`config.mk`:
```
export PLATFORM = sky130hd
export DESIGN_NAME = cgate_top
export DESIGN_NICKNAME = d
export VERILOG_FILES = /design/src/rtl/cgate_pkg.sv /design/src/rtl/cgate_decode.sv /design/src/rtl/cgate_mode.sv /design/src/rtl/cgate_bank.sv /design/src/rtl/cgate_rdmux.sv /design/src/rtl/cgate_top.sv
export SDC_FILE = /design/constraint.sdc
export NUM_CORES = 1
export LEC_CHECK = 0
export BUFFER_PORTS_ARGS = -buffer_cell sky130_fd_sc_hd__buf_4
export CORE_MARGIN = 2
export CORE_UTILIZATION = 50
export DETAILED_ROUTE_END_ITERATION = 6
export PLACE_DENSITY_LB_ADDON = 0.3
export SLEW_MARGIN = 20
export SYNTH_ARGS = -nofsm -noshare
export SYNTH_HDL_FRONTEND = slang
export SYNTH_SLANG_ARGS = --single-unit
export TNS_END_PERCENT = 20
```
`constraint.sdc`:
```
create_clock -name clk -period 2.7 [get_ports clk]
set_clock_uncertainty 0.1 [all_clocks]
set_input_delay 0.54 -clock clk [delete_from_list [all_inputs] [get_ports clk]]
set_output_delay 0.54 -clock clk [all_outputs]
set_load 0.005 [all_outputs]
```
`src/rtl/cgate_pkg.sv`:
```
package cgate_pkg;
    localparam int ADDR_W    = 5;
    localparam int DATA_W    = 8;
    localparam int NUM_CFG   = 5;
    localparam int CTRL_ADDR = 0;
    localparam int CFG_BASE  = 4;

    typedef enum logic {
        MODE_RESET = 1'b0,
        MODE_OPER  = 1'b1
    } mode_e;
endpackage

```
`src/rtl/cgate_decode.sv`:
```
module cgate_decode #(
    parameter int ADDR_W    = cgate_pkg::ADDR_W,
    parameter int NUM_CFG   = cgate_pkg::NUM_CFG,
    parameter int CTRL_ADDR = cgate_pkg::CTRL_ADDR,
    parameter int CFG_BASE  = cgate_pkg::CFG_BASE
) (
    input  logic               cs,
    input  logic               wr,
    input  logic               rd,
    input  logic [ADDR_W-1:0]  addr,
    output logic               ctrl_hit,
    output logic [NUM_CFG-1:0] cfg_hit,
    output logic               ctrl_wr,
    output logic [NUM_CFG-1:0] cfg_wr,
    output logic               rd_en
);
    localparam logic [ADDR_W-1:0] CTRL_A = ADDR_W'(CTRL_ADDR);

    assign ctrl_hit = (addr == CTRL_A);
    assign ctrl_wr  = cs & wr & ctrl_hit;
    assign rd_en    = cs & rd;

    for (genvar g = 0; g < NUM_CFG; g++) begin : g_cfg_dec
        localparam logic [ADDR_W-1:0] SLOT_A = ADDR_W'(CFG_BASE + g);
        assign cfg_hit[g] = (addr == SLOT_A);
        assign cfg_wr[g]  = cs & wr & cfg_hit[g];
    end
endmodule

```
`src/rtl/cgate_mode.sv`:
```
module cgate_mode (
    input  logic clk,
    input  logic rst_n,
    input  logic ctrl_wr,
    input  logic req_bit,
    input  logic bus_off,
    output logic rst_req
);
    typedef struct packed {
        logic rst_req;
    } mode_st_t;

    mode_st_t st_d, st_q;

    always_comb begin
        st_d = st_q;
        if (ctrl_wr) begin
            st_d.rst_req = req_bit;
        end
        if (bus_off) begin
            st_d.rst_req = 1'b1;
        end
    end

    always_ff @(posedge clk) begin
        if (!rst_n) begin
            st_q <= '{rst_req: 1'b1};
        end else begin
            st_q <= st_d;
        end
    end

    assign rst_req = st_q.rst_req;

    AST_BUSOFF_SETS_REQ: assert property (@(posedge clk) disable iff (!rst_n)
        bus_off |=> rst_req);

    AST_REQ_FALLS_BY_HOST: assert property (@(posedge clk) disable iff (!rst_n)
        $fell(rst_req) |-> $past(ctrl_wr && !req_bit && !bus_off));
endmodule

```
`src/rtl/cgate_bank.sv`:
```
module cgate_bank #(
    parameter int NUM_CFG = cgate_pkg::NUM_CFG,
    parameter int DATA_W  = cgate_pkg::DATA_W
) (
    input  logic                            clk,
    input  logic                            rst_n,
    input  logic [NUM_CFG-1:0]              cfg_wr,
    input  logic [DATA_W-1:0]               wdata,
    input  logic                            rst_req,
    output logic [NUM_CFG-1:0][DATA_W-1:0]  cfg_val
);
    typedef struct packed {
        logic [NUM_CFG-1:0][DATA_W-1:0] regs;
    } bank_st_t;

    bank_st_t bank_d, bank_q;

    always_comb begin
        bank_d = bank_q;
        for (int i = 0; i < NUM_CFG; i++) begin
            if (cfg_wr[i] && rst_req) begin
                bank_d.regs[i] = wdata;
            end
        end
    end

    always_ff @(posedge clk) begin
        if (!rst_n) begin
            bank_q <= '0;
        end else begin
            bank_q <= bank_d;
        end
    end

    assign cfg_val = bank_q.regs;

    AST_CFG_FROZEN_OPER: assert property (@(posedge clk) disable iff (!rst_n)
        !rst_req |=> $stable(cfg_val));

    AST_WR_ONEHOT: assert property (@(posedge clk) disable iff (!rst_n)
        $onehot0(cfg_wr));
endmodule

```
`src/rtl/cgate_rdmux.sv`:
```
module cgate_rdmux #(
    parameter int NUM_CFG = cgate_pkg::NUM_CFG,
    parameter int DATA_W  = cgate_pkg::DATA_W
) (
    input  logic                            rd_en,
    input  logic                            ctrl_hit,
    input  logic [NUM_CFG-1:0]              cfg_hit,
    input  logic                            rst_req,
    input  logic [NUM_CFG-1:0][DATA_W-1:0]  cfg_val,
    output logic [DATA_W-1:0]               rdata
);
    always_comb begin
        rdata = '0;
        if (rd_en) begin
            if (ctrl_hit) begin
                rdata = {{(DATA_W-1){1'b0}}, rst_req};
            end
            for (int i = 0; i < NUM_CFG; i++) begin
                if (cfg_hit[i]) begin
                    rdata = rst_req ? cfg_val[i] : '1;
                end
            end
        end
    end
endmodule

```
`src/rtl/cgate_top.sv`:
```
module cgate_top
    import cgate_pkg::*;
(
    input  logic              clk,
    input  logic              rst_n,
    input  logic              host_cs,
    input  logic              host_wr,
    input  logic              host_rd,
    input  logic [ADDR_W-1:0] host_addr,
    input  logic [DATA_W-1:0] host_wdata,
    output logic [DATA_W-1:0] host_rdata,
    input  logic              bus_off,
    output logic              op_mode,
    output logic [DATA_W-1:0] cfg_code,
    output logic [DATA_W-1:0] cfg_mask,
    output logic [DATA_W-1:0] cfg_tim0,
    output logic [DATA_W-1:0] cfg_tim1,
    output logic [DATA_W-1:0] cfg_outc
);
    localparam logic [ADDR_W-1:0] CFG_LO = ADDR_W'(CFG_BASE);
    localparam logic [ADDR_W-1:0] CFG_HI = ADDR_W'(CFG_BASE + NUM_CFG - 1);

    logic                            ctrl_hit, ctrl_wr, rd_en, rst_req;
    logic [NUM_CFG-1:0]              cfg_hit, cfg_wr;
    logic [NUM_CFG-1:0][DATA_W-1:0]  cfg_val;
    mode_e                           mode;

    cgate_decode #(
        .ADDR_W(ADDR_W), .NUM_CFG(NUM_CFG),
        .CTRL_ADDR(CTRL_ADDR), .CFG_BASE(CFG_BASE)
    ) u_dec (
        .cs(host_cs), .wr(host_wr), .rd(host_rd), .addr(host_addr),
        .ctrl_hit(ctrl_hit), .cfg_hit(cfg_hit),
        .ctrl_wr(ctrl_wr), .cfg_wr(cfg_wr), .rd_en(rd_en)
    );

    cgate_mode u_mode (
        .clk(clk), .rst_n(rst_n), .ctrl_wr(ctrl_wr),
        .req_bit(host_wdata[0]), .bus_off(bus_off), .rst_req(rst_req)
    );

    cgate_bank #(.NUM_CFG(NUM_CFG), .DATA_W(DATA_W)) u_bank (
        .clk(clk), .rst_n(rst_n), .cfg_wr(cfg_wr), .wdata(host_wdata),
        .rst_req(rst_req), .cfg_val(cfg_val)
    );

    cgate_rdmux #(.NUM_CFG(NUM_CFG), .DATA_W(DATA_W)) u_rd (
        .rd_en(rd_en), .ctrl_hit(ctrl_hit), .cfg_hit(cfg_hit),
        .rst_req(rst_req), .cfg_val(cfg_val), .rdata(host_rdata)
    );

    assign mode     = rst_req ? MODE_RESET : MODE_OPER;
    assign op_mode  = (mode == MODE_OPER);
    assign cfg_code = cfg_val[0];
    assign cfg_mask = cfg_val[1];
    assign cfg_tim0 = cfg_val[2];
    assign cfg_tim1 = cfg_val[3];
    assign cfg_outc = cfg_val[4];

    AST_OPER_READ_ONES: assert property (@(posedge clk) disable iff (!rst_n)
        (host_cs && host_rd && op_mode && host_addr >= CFG_LO && host_addr <= CFG_HI)
        |-> (host_rdata == '1));

    AST_IDLE_RDATA_ZERO: assert property (@(posedge clk) disable iff (!rst_n)
        !(host_cs && host_rd) |-> (host_rdata == '0));

    AST_NO_CS_NO_MODE_CHANGE: assert property (@(posedge clk) disable iff (!rst_n)
        (!host_cs && !bus_off) |=> $stable(op_mode));
endmodule

```
==> out/metrics.yaml <==
synthesis:
  synth_edf_count: 0
  ys_types: 36
  syn_nets: 238
  synthesis.area_um2: 2110
  avgSynthCellArea_um2: 9.63
  syn_inst: 219
  synth_seq_cells: 41
  ys.flop_type: "dfxtp_1"
  synth-seq-area-share_pct: 38.9
  async_reset_ff_share_pct: 0
  yosysWarnings: 0
timing:
  slew_violations: 0
  rsz0062_at_grt: "false"
  finalSetupTns_ps: 0
  tightestPinTransition_ps: 379
  finalHoldViolCount: 0
  max_slew_margin_pct: 74.6
  setup_viol: 0
  fin_crit_sh_pct: 96.3
  period_needed_ps: 2600
  max_freq_ghz: 0.385
cts:
  cts_made_buffers: 5
  cts_num_sinks: 41
  cts_root_buffer: "clkbuf_8"
  cts_setup_buffers: 0
  cts_resized: 0
  insertion_delay_ps: 290
  ctsHoldBuffers: 0
  h-tree-depth: 2
  path_clk_slew_ps: 70
  clockBufferDepth: 2
  tritoncts: "built"
setup_path:
  cp_slowest_cell: "or3b_4"
  crit_path_frequent_cell: "buf_4"
  critPathMaxFanout: 7
  path_cells: "buf_4 -> or3b_4 -> a2111oi_2 -> o311ai_1 -> a211oi_2 -> buf_4"
  regToRegSetupSlack_ps: 890
  critPathMaxStageDelay_ps: 400
  crit_path_end_kind: "output pin"
  path_buf_inv: 2
  startpoint_type: "input pin"
  critPathKind: "in -> out"
  required_ps: 2060
  path_delay_family: "compound AO/OA/AOI/OAI gates"
  cp.arrival_ps: 1960
routing:
  first_pass_iters: 4
  drt_iter0_drc: 163
  via_count: 1900
  wl_per_cell_um: 16.4
  antenna_left: 0
  wirelength_um: 5530
  routed_via_density: 5.62
  drc_errors: 0
final_layout:
  final_cell_mix: "77 x buf_4, 41 x dfxtp_1, 33 x mux2i_1"
  final_common_cell: "buf_4"
  layout.nets: 307
  post-route-util_pct: 68.9
  fillers: 358
  antennaDiodeCount: 0
  drive_gt1_share_pct: 32.3
  final_area_um2: 2780
  syn2layout_area_growth_pct: 31.6
  fin_cells: 338
min_path:
  hp-class: "in -> reg"
pwr:
  clkPwrFrac_pct: 35.4
  leakage_uw: 0.00118
  p_sw_uw: 252
  swShare_pct: 22.6
  max-vdd-ir-drop_v: 0.000309
  p_comb_share_pct: 10.0
  seqPwrFrac_pct: 54.6
  powerDensity_nw_per_um2: 402
  internal_power_uw: 863
global_routing:
  grt_pass1_vias: 1729
  grt_pass1_wl_um: 8540
  grt_max_degree: 42
  grt_antenna_before_repair: 0
  grt_util_all_layers_pct: 24.7
  gr-total-overflow: 0
place:
  place_area_um2: 2690
  gp_congestion: 0.872
  dp_cells: 331
  hpwlAfterDp_um: 4070
  io_buffer_count: 67
status:
  outcome: "finished, final reports clean"
floorplan:
  dieArea_um2: 4750
  die_width_um: 68.9
  fp-row-count: 23
  chipHeight_um: 68.9
  ioPinCount: 68
  initial_utilization_pct: 52.3
  core-area_um2: 4030
job:
  cap_violations: 0
## synth_stat cells (2+ instances only)
library cell | count | area share, %
o21bai_1 | 2 | 0.71
clkbuf_1 | 6 | 1.1
and3_1 | 3 | 0.89
nor3b_1 | 2 | 0.71
nor2_1 | 4 | 0.71
a21oi_1 | 9 | 2.1
and2_1 | 2 | 0.59
a22o_1 | 4 | 1.7
nand3b_1 | 2 | 0.71
dfxtp_1 | 41 | 39
nand2_1 | 19 | 3.4
buf_2 | 7 | 1.7
nand3_1 | 18 | 4.3
nand4_1 | 3 | 0.89
o221a_1 | 2 | 1.1
mux2i_1 | 33 | 16
nor2b_1 | 25 | 7.4
inv_1 | 2 | 0.36
o221a_2 | 2 | 1.1
a21boi_1 | 16 | 5.7
mux4_1 | 2 | 2.5
## per-stage QoR
stage                     setup WS [ps]  total power [uW]  hold slack [ps]
final                              99.8              1120              340
after global routing               27.3              1160              344
after CTS                          91.5              1120              335
after detailed placement           90.5               734              362
after global placement              114               732              365
after floorplan                     297               680              359
## layout make-up
type / count / area, um^2 / area share (%)
Clock buffer: 7 / 86.3 / 3.11
Inverter: 2 / 7.51 / 0.271
Multi-Input combinational cell: 160 / 1200 / 43.2
Sequential cell: 41 / 821 / 29.6
Tap cell: 50 / 62.6 / 2.25
Timing Repair Buffer: 78 / 598 / 21.6
## worst paths after layout
kind | start | endpoint | cells past startpoint
worst max-delay path | host_addr[2] | host_rdata[0] | 6
worst min-delay path | bus_off | u_mode.rst_req | 2
worst max register to register | u_mode.rst_req | u_bank.cfg_val[3] | 6
worst min register to register | u_bank.cfg_val[14] | u_bank.cfg_val[14] | 2
## per-layer routing
metal  up-vias  routed length (um)  part of all wire, %  global-route usage, %
met4         0                 100                  1.8                   8.09
met5         -                   0                    0                      0
li1        923                   -                    -                      -
met2        67                2710                   49                   41.1
met3         9                 319                  5.8                   3.90
met1       901                2400                   43                   32.8
## power by group through the flow
stage | clock network, uW | registers [uW] | logic [uW]
floorplan | 0 | 623 | 57.0
global placement | 0 | 623 | 109
detailed placement | 0 | 623 | 112
CTS | 404 | 609 | 112
global route | 428 | 609 | 120
finish | 394 | 609 | 112
## registers in the layout, summed over array words and instances (netlist names)
| register | count |
|---|---|
| u_mode.rst_req | 1 |
| u_bank.cfg_val | 40 |
## kinds of logic after synthesis
family                 after synthesis  synth area share (%)
multiplexers                        36                  19.2
AND/OR/NAND/NOR                     85                  23.3
buffers and inverters               18                  4.15
flip-flops                          41                  38.9
AO/OA/AOI/OAI                       39                  14.4
(Power assumes the default switching activity.)
